**src/rtl/adc_serial_reader.sv**
```systemverilog
module adc_serial_reader #(
  parameter int DIV_W = 8,
  parameter int PER_W = 10
) (
  input  logic             clk,
  input  logic             rst_n,
  input  logic [DIV_W-1:0] half_div,
  input  logic [PER_W-1:0] period,
  input  logic [PER_W-1:0] quiet,
  input  logic             abort,
  input  logic             sdata,
  output logic             cs_n,
  output logic             sclk,
  output logic [11:0]      result,
  output logic             result_valid,
  output logic             frame_err,
  output logic             cfg_err
);
  localparam int HW       = PER_W + 2;
  localparam int LAST_CAP = 31;
  localparam int END_HALF = 32;

  logic [DIV_W-1:0] div_cnt;
  logic [HW-1:0]    half_idx, half_last, half_nx;
  logic [14:0]      shreg;
  logic             tick;

  assign cfg_err   = (half_div == '0) || ({2'b00, period} < ({2'b00, quiet} + HW'(16)));
  assign tick      = div_cnt >= half_div - 1'b1;
  assign half_last = {1'b0, period, 1'b0} - 1'b1;
  assign half_nx   = (half_idx >= half_last) ? '0 : half_idx + 1'b1;

  always_ff @(posedge clk) begin
    if (!rst_n) begin
      div_cnt      <= '0;
      half_idx     <= '1;
      cs_n         <= 1'b1;
      sclk         <= 1'b1;
      shreg        <= '0;
      result       <= '0;
      result_valid <= 1'b0;
      frame_err    <= 1'b0;
    end else begin
      result_valid <= 1'b0;
      div_cnt      <= tick ? '0 : div_cnt + 1'b1;
      if (tick) half_idx <= half_nx;
      if (cfg_err || (abort && !cs_n)) begin
        cs_n <= 1'b1;
        sclk <= 1'b1;
      end else if (tick) begin
        if (half_nx == '0) begin
          cs_n <= 1'b0;
          sclk <= 1'b1;
        end else if (!cs_n) begin
          if (half_nx >= HW'(END_HALF)) begin
            cs_n <= 1'b1;
            sclk <= 1'b1;
          end else begin
            sclk <= ~half_nx[0];
            if (half_nx[0]) begin
              shreg <= {shreg[13:0], sdata};
              if (half_nx == HW'(LAST_CAP)) begin
                result       <= {shreg[10:0], sdata};
                frame_err    <= |shreg[14:11];
                result_valid <= 1'b1;
              end
            end
          end
        end
      end
    end
  end

  p_idle_clk_high_r10: assert property (@(posedge clk) disable iff (!rst_n)
    cs_n |-> sclk);
  p_abort_release_r8: assert property (@(posedge clk) disable iff (!rst_n)
    (abort && !cs_n) |=> (cs_n && sclk && !result_valid));
  p_valid_pulse_r4: assert property (@(posedge clk) disable iff (!rst_n)
    result_valid |=> !result_valid);
  p_valid_in_frame_r4: assert property (@(posedge clk) disable iff (!rst_n)
    result_valid |-> (!cs_n && !sclk));
  p_cfg_idle_r7: assert property (@(posedge clk) disable iff (!rst_n)
    cfg_err |=> cs_n);
  p_reset_state_r1: assert property (@(posedge clk)
    !rst_n |=> (cs_n && sclk && !result_valid));
endmodule

```
**config.mk**
```make
export PLATFORM = sky130hd
export DESIGN_NAME = adc_serial_reader
export DESIGN_NICKNAME = d
export VERILOG_FILES = /design/src/rtl/adc_serial_reader.sv
export SDC_FILE = /design/constraint.sdc
export NUM_CORES = 1
export LEC_CHECK = 0
export ABC_AREA = 1
export ABC_CLOCK_PERIOD_IN_PS = 3070
export BUFFER_PORTS_ARGS = -buffer_cell sky130_fd_sc_hd__buf_2
export CORE_MARGIN = 4
export CORE_UTILIZATION = 55
export DETAILED_ROUTE_END_ITERATION = 16
export PLACE_DENSITY = 0.77
export SKIP_CTS_REPAIR_TIMING = 1
export SKIP_LAST_GASP = 1
export SLEW_MARGIN = 25
export SYNTH_ARGS = -nofsm -noshare
export SYNTH_HDL_FRONTEND = slang
export SYNTH_SLANG_ARGS = --single-unit
```
**constraint.sdc**
```tcl
create_clock -name clk -period 3.07 [get_ports clk]
set_input_delay 0 -clock clk [delete_from_list [all_inputs] [get_ports clk]]
set_output_delay 0 -clock clk [all_outputs]
set_load 0.01 [all_outputs]
```
# After elaboration in Yosys (flattened, before gate mapping)
# Index checks and enable logic that the tools add are counted.
[op_classes]
addsub = 5
magnitude_cmp = 4
eq_ne = 2
muxes = 8
bitwise = 7
n_reduce_logical = 13
[op_table]
columns = ["operator", "n"]
rows = [
  ["adder 12 x 1 -> 12 bit, second input constant", 1],
  ["== test 12 x 5 -> 1 bit, second input constant", 1],
  [">= comparator 12 bit", 1],
  [">= comparator 12 x 6 -> 1 bit, second input constant", 1],
  ["logical NOT 12 bit", 1],
  ["2-to-1 mux 12 bit", 1],
  ["subtractor 11 x 1 -> 12 bit, second input constant", 1],
  ["adder 10 x 5 -> 11 bit, second input constant", 1],
  ["less-than comparator 10 x 11 -> 1 bit", 1],
  ["adder 8 x 1 -> 8 bit, second input constant", 1],
  [">= comparator 8 bit", 1],
  ["logical NOT 8 bit", 1],
  ["subtractor 8 x 1 -> 8 bit, second input constant", 1],
  ["2-to-1 mux 1 bit", 7],
  ["NOT 1 bit", 7],
  ["AND reduction 7 bit", 1],
  ["OR reduction 7 bit", 1],
  ["AND reduction 6 bit", 1],
  ["OR reduction 2 bit", 2],
  ["OR reduction 4 bit", 1],
  ["logical OR 1 bit", 2],
  ["inequality test 2 x 1 -> 1 bit, second input constant", 1],
  ["AND reduction 2 bit", 1],
  ["logical AND 1 bit", 1],
  ["logical NOT 1 bit", 1],
]
[totals]
register_bits = 51
in_bits = 32
out_inout_bits = 17
elab_cells = 47

# Longest topological paths before layout
# Gate-level depths: netlist of run 1.
[logic_depth]
depth_word = 7
depth_mapped = 22
depth_no_buf = 21

# Worst setup path before layout of run 1
# OpenSTA, ideal clock, no wires.
[synth_path]
kind = "input to register"
from = "input port period[4]"
to = "register shreg[10]"
setup_time_ps = 113
arrival_time_ps = 2576
t_required_ps = 2957
setup_slack_ps = 381
cell_stages = 19
n_path_buf = 1
path_cell_list = "nor4_1 nand2_1 or2_2 nor4_1 xor2_1 inv_1 ha_1 nand2_1 nor2_1 nand2_1 a21oi_2 nor2_4 nand2_1 nand3_2 nor2_8 nand2_4 buf_2 o21ai_1 nor2_1"
[synth_between]
elab_chain_cells = 6
elab_cells_between_ends = 12
cone_classes = "add/sub: 1; order compare: 3; mux: 1; bitwise: 3; reduce/logical: 4"
[synth_rtl]
columns = ["element", "line", "rtl"]
rows = [
  ["start: declaration", "8", "input logic [PER_W-1:0] period,"],
  ["subtractor 11 x 1 -> 12 bit", "30", "assign half_last = {1'b0, period, 1'b0} - 1'b1;"],
  [">= comparator 12 bit", "31", "assign half_nx = (half_idx >= half_last) ? '0 : half_idx + 1'b1;"],
  ["2-to-1 mux 12 bit", "31", ""],
  [">= comparator 12 x 6 -> 1 bit / logical NOT 12 bit (equally long branches)", "55, 51", ""],
  ["NOT 1 bit (no source line)", "-", ""],
  ["AND reduction 6 bit (no source line) (*)", "-", ""],
  ["end signal: assignment", "61", "shreg <= {shreg[13:0], sdata};"],
  ["end: declaration", "25", "logic [14:0] shreg;"],
]
# Mark *: on every way between the ends. The rest lies on a longest branch, timed or not.
# A chain may end at the register's enable or synchronous reset.

# Worst setup path after layout of run 1
[layout_path]
from = "input port period[4]"
to = "register shreg[6]"
# Same word-level chain as after synthesis.

==> results, run 1 <==
- The floorplan step set the die height to between 80 and 90 um.
- The max-slew violation count is 0.
- STA puts the critical path data required time at 3.30 ns.
- The primary flip-flop cell chosen by synthesis mapping is dfxtp_1.
- By area, the combinational part of the netlist is dominated by simple AND/OR/NAND/NOR gates.
- The count of clock tree sinks is 51.
- Across the run, the number of max-cap violations was 0.
- The number of endpoints failing setup at the final stage is 0.
- The number of flops mapped to enable cells by yosys is 0.
- The worst setup skew after layout is between 0.009 and 0.01 ns.
- The TritonCTS clock tree is built.
- The longest clock path from root to sink contains 2 buffers.
- Summed over all instances, the cell type with the most area after synthesis is dfxtp_1.
- For this run, the register share of the synthesized area comes to 0.278.
- The post-synthesis compound-gate area fraction is 0.0989.
- The most frequent cell after synthesis is nand2_1.
- The worst hold path class is input pin to register.
- The area growth from synthesis to layout is 15.5%.
- The kind of end point of the critical path is a register.
- Across the VDD grid, the largest voltage drop is around 0.27 mV.
- Yosys attributes the largest share of cell area to dfxtp_1 28%, ha_1 12%, nand2_1 10%, inv_1 8.9%, nor2_1 8.0%.
- In this run the tightest slew margin relative to its limit is 0.656.
- After synthesis, the netlist uses 41 different library cells.
- The cell repeated most along the worst path is nand2_1.
- The async set or reset register ratio after synthesis is 0.
- Along the worst hold path, the cell count comes to 4.
- The aggregate routed wire length is just over 8000 um.
- Dividing the final minimum period by the clock period gives 0.920.
- The count of final hold-check violations is 0.
- During synthesis, Yosys emitted a total of 0 warnings.
- The endpoint identified for the worst register-to-register timing path is shreg[6].
- The area of the mapped netlist is about 0.0037 sq mm.
- Entering global routing, the biggest net connects 32 pins.
- In the routed design, unresolved DRC markers number 0.
- The critical path in this run is classified as input pin to register.
- The first-pass detailed-route iteration total is 4.
- The count of vias placed by the detailed router is about 3400.
- The final estimated routing congestion in global placement is 0.938.
- The hold path startpoint is quiet[9].
- The starting density of the core is 0.571.
- The count of antenna diodes in the layout is 0.
- The synthesized-area fraction occupied by adder cells is 0.116.
- The fraction of the core area covered by cells at the end of the flow is 0.660.
- Across every metal layer, demand over resource in global routing totals 0.209.
- The overall die width is between 80 and 90 um.
- The share of synthesized area in the top cell type comes to 0.278.
- The mux cell area share after synthesis is 0.
- The maximum net fanout on the critical path is 16.
- In this run the critical register-to-register path is launched from half_idx[0].
- The run finished with clean final reports.
- The cell sitting at the root of the clock tree is a clkbuf_8.
- In this design, the stage delay of the slowest critical-path cell is around 0.3 ns.
- Of the total synthesized cell area, the portion taken by XOR and XNOR cells is 0.0549.
- During placement, the flow inserted port buffers numbering 48.
- The highest clock frequency the design can meet is about 350 MHz.
- Row generation in the floorplan step produced 29 rows.
- The estimated wirelength of the detail-placed design is around 6500 um.
- The total area inside the core boundary comes to about 0.0064 sq mm.
- The number of cells traversed by the worst register-to-register path is 13.
- For this design the ratio of total power to cell area is between 300 and 400 mW/mm^2.
- A synthesized cell averages slightly below 7 sq um.
- In this run the register-to-register setup slack is roughly 0.64 ns.
- The total global routing overflow is 0.
- The clock buffer count from CTS is 5.
- The flip-flop and latch count after synthesis is 51.
- For this design, the slowest cell found on the critical path is or2_2.
- The via count of the first global-routing pass is 3146.
- The path with the worst hold slack has its endpoint at result_valid.
- For the pin with the worst max-slew slack, the measured transition is ~0.52 ns.
- The H-tree depth reported by CTS is 2.
- Of the total synthesized cell area, the portion taken by AND, OR, NAND and NOR gates is 0.341.
- During I/O placement, the number of pins put on the boundary was 49.
- The count of nets left with antenna violations after detail routing is 0.
- The average wire length per cell after detail routing is between 10 and 15 um.
- The storage element area is about 0.001 sq mm.
- At the worst endpoint, the arrival time is ~3.1 ns.
- At the later pin of the worst-skew pair, clock insertion delay measures approximately 0.30 ns.
- The number of antenna violations at the first check in global routing is 0.
- The final critical delay including setup and external delays is between 2 and 3 ns.
- In the final layout, the multi-input gates occupy between 0.002 and 0.0025 sq mm.
- The worst setup path is launched from an input pin.
- Across all hold checks on the routed design, the worst slack comes to ~0.14 ns.
- The number of inserted filler cells in the final layout is around 580.
- The cell count after synthesis came out at roughly 540.
- The number of DRC markers after the initial detailed-route iteration is ~170.
- The die covers 0.00804 sq mm.
- The wire length of the first global-routing pass is 13600 um.
- After clock tree synthesis, the clock-pin slew on the worst setup and hold paths is 0.10 ns.
- After detailed routing, the number of vias per cell comes to between 5 and 6.
- In the final layout, the share of cells above drive strength 1 is 0.189.
- After synthesis, the most frequently instantiated cells are 99 x nand2_1, 87 x inv_1, 78 x nor2_1, 51 x dfxtp_1, 34 x ha_1.
- Synthesis produced a netlist with a net count of about 600.
- For this run, the post-layout net count is around 670.
- Traced cell by cell, the critical path runs through buf_2 -> nor4_2 -> nand2_1 -> or2_2 -> nor4_1 -> xor2_1 -> inv_1 -> ha_1 -> nand2_1 -> nor2_1 -> nand2_1 -> inv_1 -> nand2_2 -> nand3_4 -> nor2_2 -> nand2_1 -> nor2_4 -> nand2_4 -> inv_6 -> nor2_1 -> nor2_1.
- For this design the static power due to leakage is 2.20 nW.
-- cell type report --
| type | count | area share |
|---|---|---|
| multi-input cells | 388 | 0.540 |
| flip-flops and latches | 51 | 0.241 |
| repair buffers | 66 | 0.0891 |
| inverters | 90 | 0.0809 |
| well taps | 77 | 0.0227 |
| clock buffers | 6 | 0.0171 |
| clock inverters | 2 | 0.00915 |
-- worst max-delay path: cells and delay by family --
family,cells,cell delay (ns)
XOR/XNOR,1,0.17
adder cells (fa/ha/maj),1,0.26
buffers and inverters,4,0.40
AND/OR/NAND/NOR,15,2.20
-- registers in the layout, indices dropped and copies added, names as in the netlist --
signal and count:
sclk 1, div_cnt 8, frame_err 1, cs_n 1, half_idx 12, result 12, shreg 15, result_valid 1
-- cell usage in the layout (no fill, tap or decap), types with 2 or more instances in the layout --
cell type	Yosys	layout
dfxtp_1	51	51
ha_1	34	34
inv_1	87	87
a21oi_1	30	30
clkbuf_8	0	5
nor2_4	5	6
nand4_1	19	19
o211ai_1	2	2
buf_4	1	17
xor2_1	14	14
o21ai_1	12	12
buf_2	6	48
nor3_1	5	4
nor2_2	6	6
nand2_2	16	16
a21o_1	3	3
nor3b_1	2	2
xnor2_1	9	9
nand2_1	99	99
nand3_4	2	3
nor4_2	1	2
o21ai_0	12	12
nand3_1	20	20
nor2_1	78	78
a22oi_1	3	3
inv_6	0	2
or3_1	2	2
-- cells by family after synthesis --
logic type / count (synthesis)
AOI/OAI and AO/OA: 66
xor gates and xnor gates: 23
adders and majority gates: 34
buffers and inverters: 101
DFF: 51
and+or+nand+nor: 263
-- where the power goes --
part           switching [mW]  internal (mW)  total [mW]
combinational           0.160          0.110       0.270
sequential             0.0100          0.669       0.679
clock                   0.224          0.247       0.470
-- routing by layer --
| layer | wire length [um] | track usage |
|---|---|---|
| met1 | 3910 | 0.269 |
| met2 | 4030 | 0.360 |
| met3 | 240 | 0.0347 |
| met4 | 112 | 0.0582 |
| met5 | 0 | 0 |
-- worst max-delay path by stage --
| stage | startpoint | end | slack, ns | cells past startpoint |
|---|---|---|---|---|
| 2_1_floorplan | period[4] | shreg[10] | 0.38 | 19 |
| 3_3_place_gp | period[0] | shreg[2] | -0.01 | 19 |
| 3_5_place_dp | period[0] | shreg[7] | -0.14 | 19 |
| 4_1_cts | period[0] | shreg[7] | 0.17 | 19 |
| 5_1_grt | period[4] | shreg[6] | -0.09 | 20 |
| 6_report | period[4] | shreg[6] | 0.24 | 21 |
-- stage by stage --
stage               instance area, sq um  std cells  TNS, ns  power (mW)  worst slack [ns]
floorplan                           3670        538        0       0.876             0.381
global placement                    4040        666   -0.100       0.949           -0.0150
detailed placement                  4040        666    -2.04       0.958            -0.137
CTS                                 4160        674        0        1.43             0.175
global route                        4240        680   -0.940        1.50           -0.0867
finish                              4240        680        0        1.42             0.245
Note: power is estimated with default switching activity, not from simulation.
==> run 2, diff against run 1 <==
--- a/config.mk
+++ b/config.mk
@@ -10,6 +10,7 @@
 export BUFFER_PORTS_ARGS = -buffer_cell sky130_fd_sc_hd__buf_2
 export CORE_MARGIN = 4
 export CORE_UTILIZATION = 55
+export CTS_BUF_LIST = sky130_fd_sc_hd__clkbuf_8
 export DETAILED_ROUTE_END_ITERATION = 16
 export PLACE_DENSITY = 0.77
 export SKIP_CTS_REPAIR_TIMING = 1
==> results, run 2 (synthesis results as in run 1) <==
- The run finished with clean final reports.
- The critical path is of the input pin to register type.
- The internal portion of total power is between 1 and 1.5 mW.
- Compared with the post-synthesis result, the final layout area differs by 15.5%.
- Clock-pin slew was measured on the worst setup and hold paths at 0.10 ns.
- Among cell families on the critical path, the largest total delay comes from simple AND/OR/NAND/NOR gates.
- Dividing the final minimum period by the clock period gives 0.921.
- The kind of end point of the critical path is a register.
- The first detailed-routing pass took 4 iterations.
- The worst hold path class is input pin to register.
- The max-slew violation count was 0.
- The highest clock frequency the design can meet is roughly 350 MHz.
- In the layout the commonest cells are 99 x nand2_1, 88 x inv_1, 78 x nor2_1, 51 x dfxtp_1, 48 x buf_2.
- For met2 alone, demand over resource in global routing was 0.360.
- The count of nets left with antenna violations after detail routing is 0.
- Walking the worst path, the cells encountered are buf_2 -> nor4_2 -> nand2_1 -> or2_2 -> nor4_1 -> xor2_1 -> inv_1 -> ha_1 -> nand2_1 -> nor2_1 -> nand2_1 -> inv_1 -> nand2_2 -> nand3_4 -> nor2_2 -> nand2_1 -> nor2_4 -> nand2_4 -> inv_6 -> nor2_1 -> nor2_1.
- The floorplan step defined a die boundary enclosing 0.00804 sq mm.
- The number of DRC markers after the initial detailed-route iteration is roughly 170.
- Summed over all failing endpoints, the final setup total negative slack is 0 ns.
- The TritonCTS clock tree is built.
- For the pin with the worst max-slew slack, the measured transition is about 0.52 ns.
- OpenSTA, run right after detailed placement, puts the worst setup slack at -0.137 ns.
- The count of final hold-check violations is 0.
- The H-tree depth reported by CTS is 2.
- Leaving out fill and tap cells, the most frequent cell in the layout is nand2_1.
- The final routed DRC violation total is 0.
- The total global routing overflow is 0.
- The arrival time at the worst endpoint is approximately 3.1 ns.
- The number of port buffers is 48.
- The delay contributed by the slowest stage of the critical path is 0.30 ns.
- For this design the total switching power over the nets is 0.395 mW.
- The power density over the cells is 334 mW/mm^2.
- The worst hold slack after final layout is between 0.1 and 0.15 ns.
- In this run, CTS created clock tree buffers numbering 5.
- The layer with the highest usage after global routing is met2.
- The number of antenna violations at the first check in global routing is 0.
- At the worst endpoint, the required time is between 3 and 4 ns.
- The repair_antennas step left the layout with diodes totalling 0.
- The register with the most flip-flops in the layout has 15 of them.
- The global-route track usage on met3 is 0.0347.
- More flip-flops sit in one register than any other, and that register is shreg.
- In this design, the critical path's most frequently occurring cell is nand2_1.
- The share of total power dissipated in combinational logic is 0.191.
- In this run the horizontal extent of the chip is about 90 um.
- The core area is approximately 0.0064 sq mm.
- Of the total power, the share spent switching nets is 0.279.
- The longest clock path from root to sink contains 2 buffers.
- The largest registers in the layout are shreg (15), half_idx (12), result (12).
- Dividing the detail-routed wire length by the instance count gives between 10 and 15 um.
- The maximum VDD drop is ~0.27 mV.
- The worst setup skew after layout is 0.00968 ns.
- The estimated wirelength of the detail-placed design is between 6000 and 7000 um.
- The share of final-layout standard cells stronger than drive strength 1 is 0.189.
- The clock latency reported for the late side of the worst-skew pair is 0.30 ns.
- The clock network power share is 0.330.
- For met1 alone, demand over resource in global routing was 0.269.
- With fillers left out, the area of the finished cells amounts to 0.00424 sq mm.
- The count of vias placed by the detailed router is 3432.
- Along the worst path, the maximum fanout reaches 16.
- For this design, the sink count on the clock tree is 51.
- The share of total power in sequential cells is 0.479.
- The final layout net count is between 600 and 700.
- Summing all placed instances gives a cell area of between 0.004 and 0.005 sq mm.
- The fraction of the core area covered by cells at the end of the flow is 0.660.
- In this run the vertical extent of the chip is around 90 um.
- The number of top-level pins is 49.
- The total buffers and inverters traversed by the critical path is 4.
- The cell type of the slowest stage on the worst timing path is or2_2.
- The via count of the first global-routing pass is about 3100.
- The worst setup path is launched from an input pin.
- Once routing completed, OpenROAD measured the worst setup slack at between 0.2 and 0.25 ns.
- After detailed routing, the number of vias per cell comes to 5.05.
- In the global route stage, overall resource usage came out at 0.209.
- The initialized floorplan defines 29 standard-cell rows.
- The routed design has 8300 um of wire.
- The startpoint identified for the worst register-to-register timing path is half_idx[0].
- The pin count of the biggest net entering global routing is 32.
- The starting density of the core is 0.571.
- The final estimated routing congestion in global placement is around 0.94.
- The number of endpoints failing setup at the final stage is 0.
- For this design the static power due to leakage is approximately 2.2 nW.
- The wire length of the first global-routing pass is 13600 um.
- The worst path in the final design needs a cycle of around 2.8 ns, including I/O delays and setup.
- The root buffer cell is clkbuf_8.
- The hold path startpoint is quiet[9].
- The most critical setup path has its startpoint at period[4].
- Measured against its own limit, the worst slew margin works out to 0.656.
- The tool flagged a number of max-cap violations equal to 0.
==> run 2: cell count changes in the layout (fill, tap and decap cells not counted), sizes merged <==
| cell | change |
|---|---|
| inv | +1 |
| clkbuf | -1 |
==> run 2: through the flow <==
stage          power (mW)  cells
3_3_place_gp        0.949    666
6_report             1.42    680
3_5_place_dp        0.958    666
4_1_cts              1.42    674
2_1_floorplan       0.876    538
5_1_grt              1.50    680
==> run 2: final cells by class <==
class / count / area [sq um]
multi-input cells: 388 / 2290
flip-flops and latches: 51 / 1020
well taps: 77 / 96.3
clock inverters: 3 / 42.5
repair buffers: 66 / 378
inverters: 90 / 343
clock buffers: 5 / 68.8
fillers: 576 / 2180
==> run 2: power groups by stage <==
stage	clock network (mW)	registers (mW)	logic, mW
after CTS	0.478	0.679	0.266
after global placement	0	0.694	0.255
after floorplan	0	0.691	0.185
after global routing	0.506	0.680	0.313
after detailed placement	0	0.694	0.264
final	0.468	0.679	0.270
==> run 2: worst paths after layout <==
| kind | slack, ns | end | cells past startpoint |
|---|---|---|---|
| max | 0.24 | shreg[6] | 21 |
| min | 0.14 | result_valid | 4 |
| max reg2reg | 0.64 | shreg[6] | 13 |
| min reg2reg | 0.49 | div_cnt[0] | 1 |
==> run 2: metal layers <==
metal	wire, um	share of wire
met4	112	0.013
met2	4030	0.49
met3	240	0.029
met1	3910	0.47
met5	0	0
==> run 2: worst register-to-register path: cells and delay by family (launching register included) <==
kind / cells / cell delay [ns]
AO/OA/AOI/OAI: 1 / 0.14
adder cells (fa/ha/maj): 1 / 0.26
buffers and inverters: 2 / 0.24
flip-flops: 1 / 0.60
AND/OR/NAND/NOR: 9 / 1.13
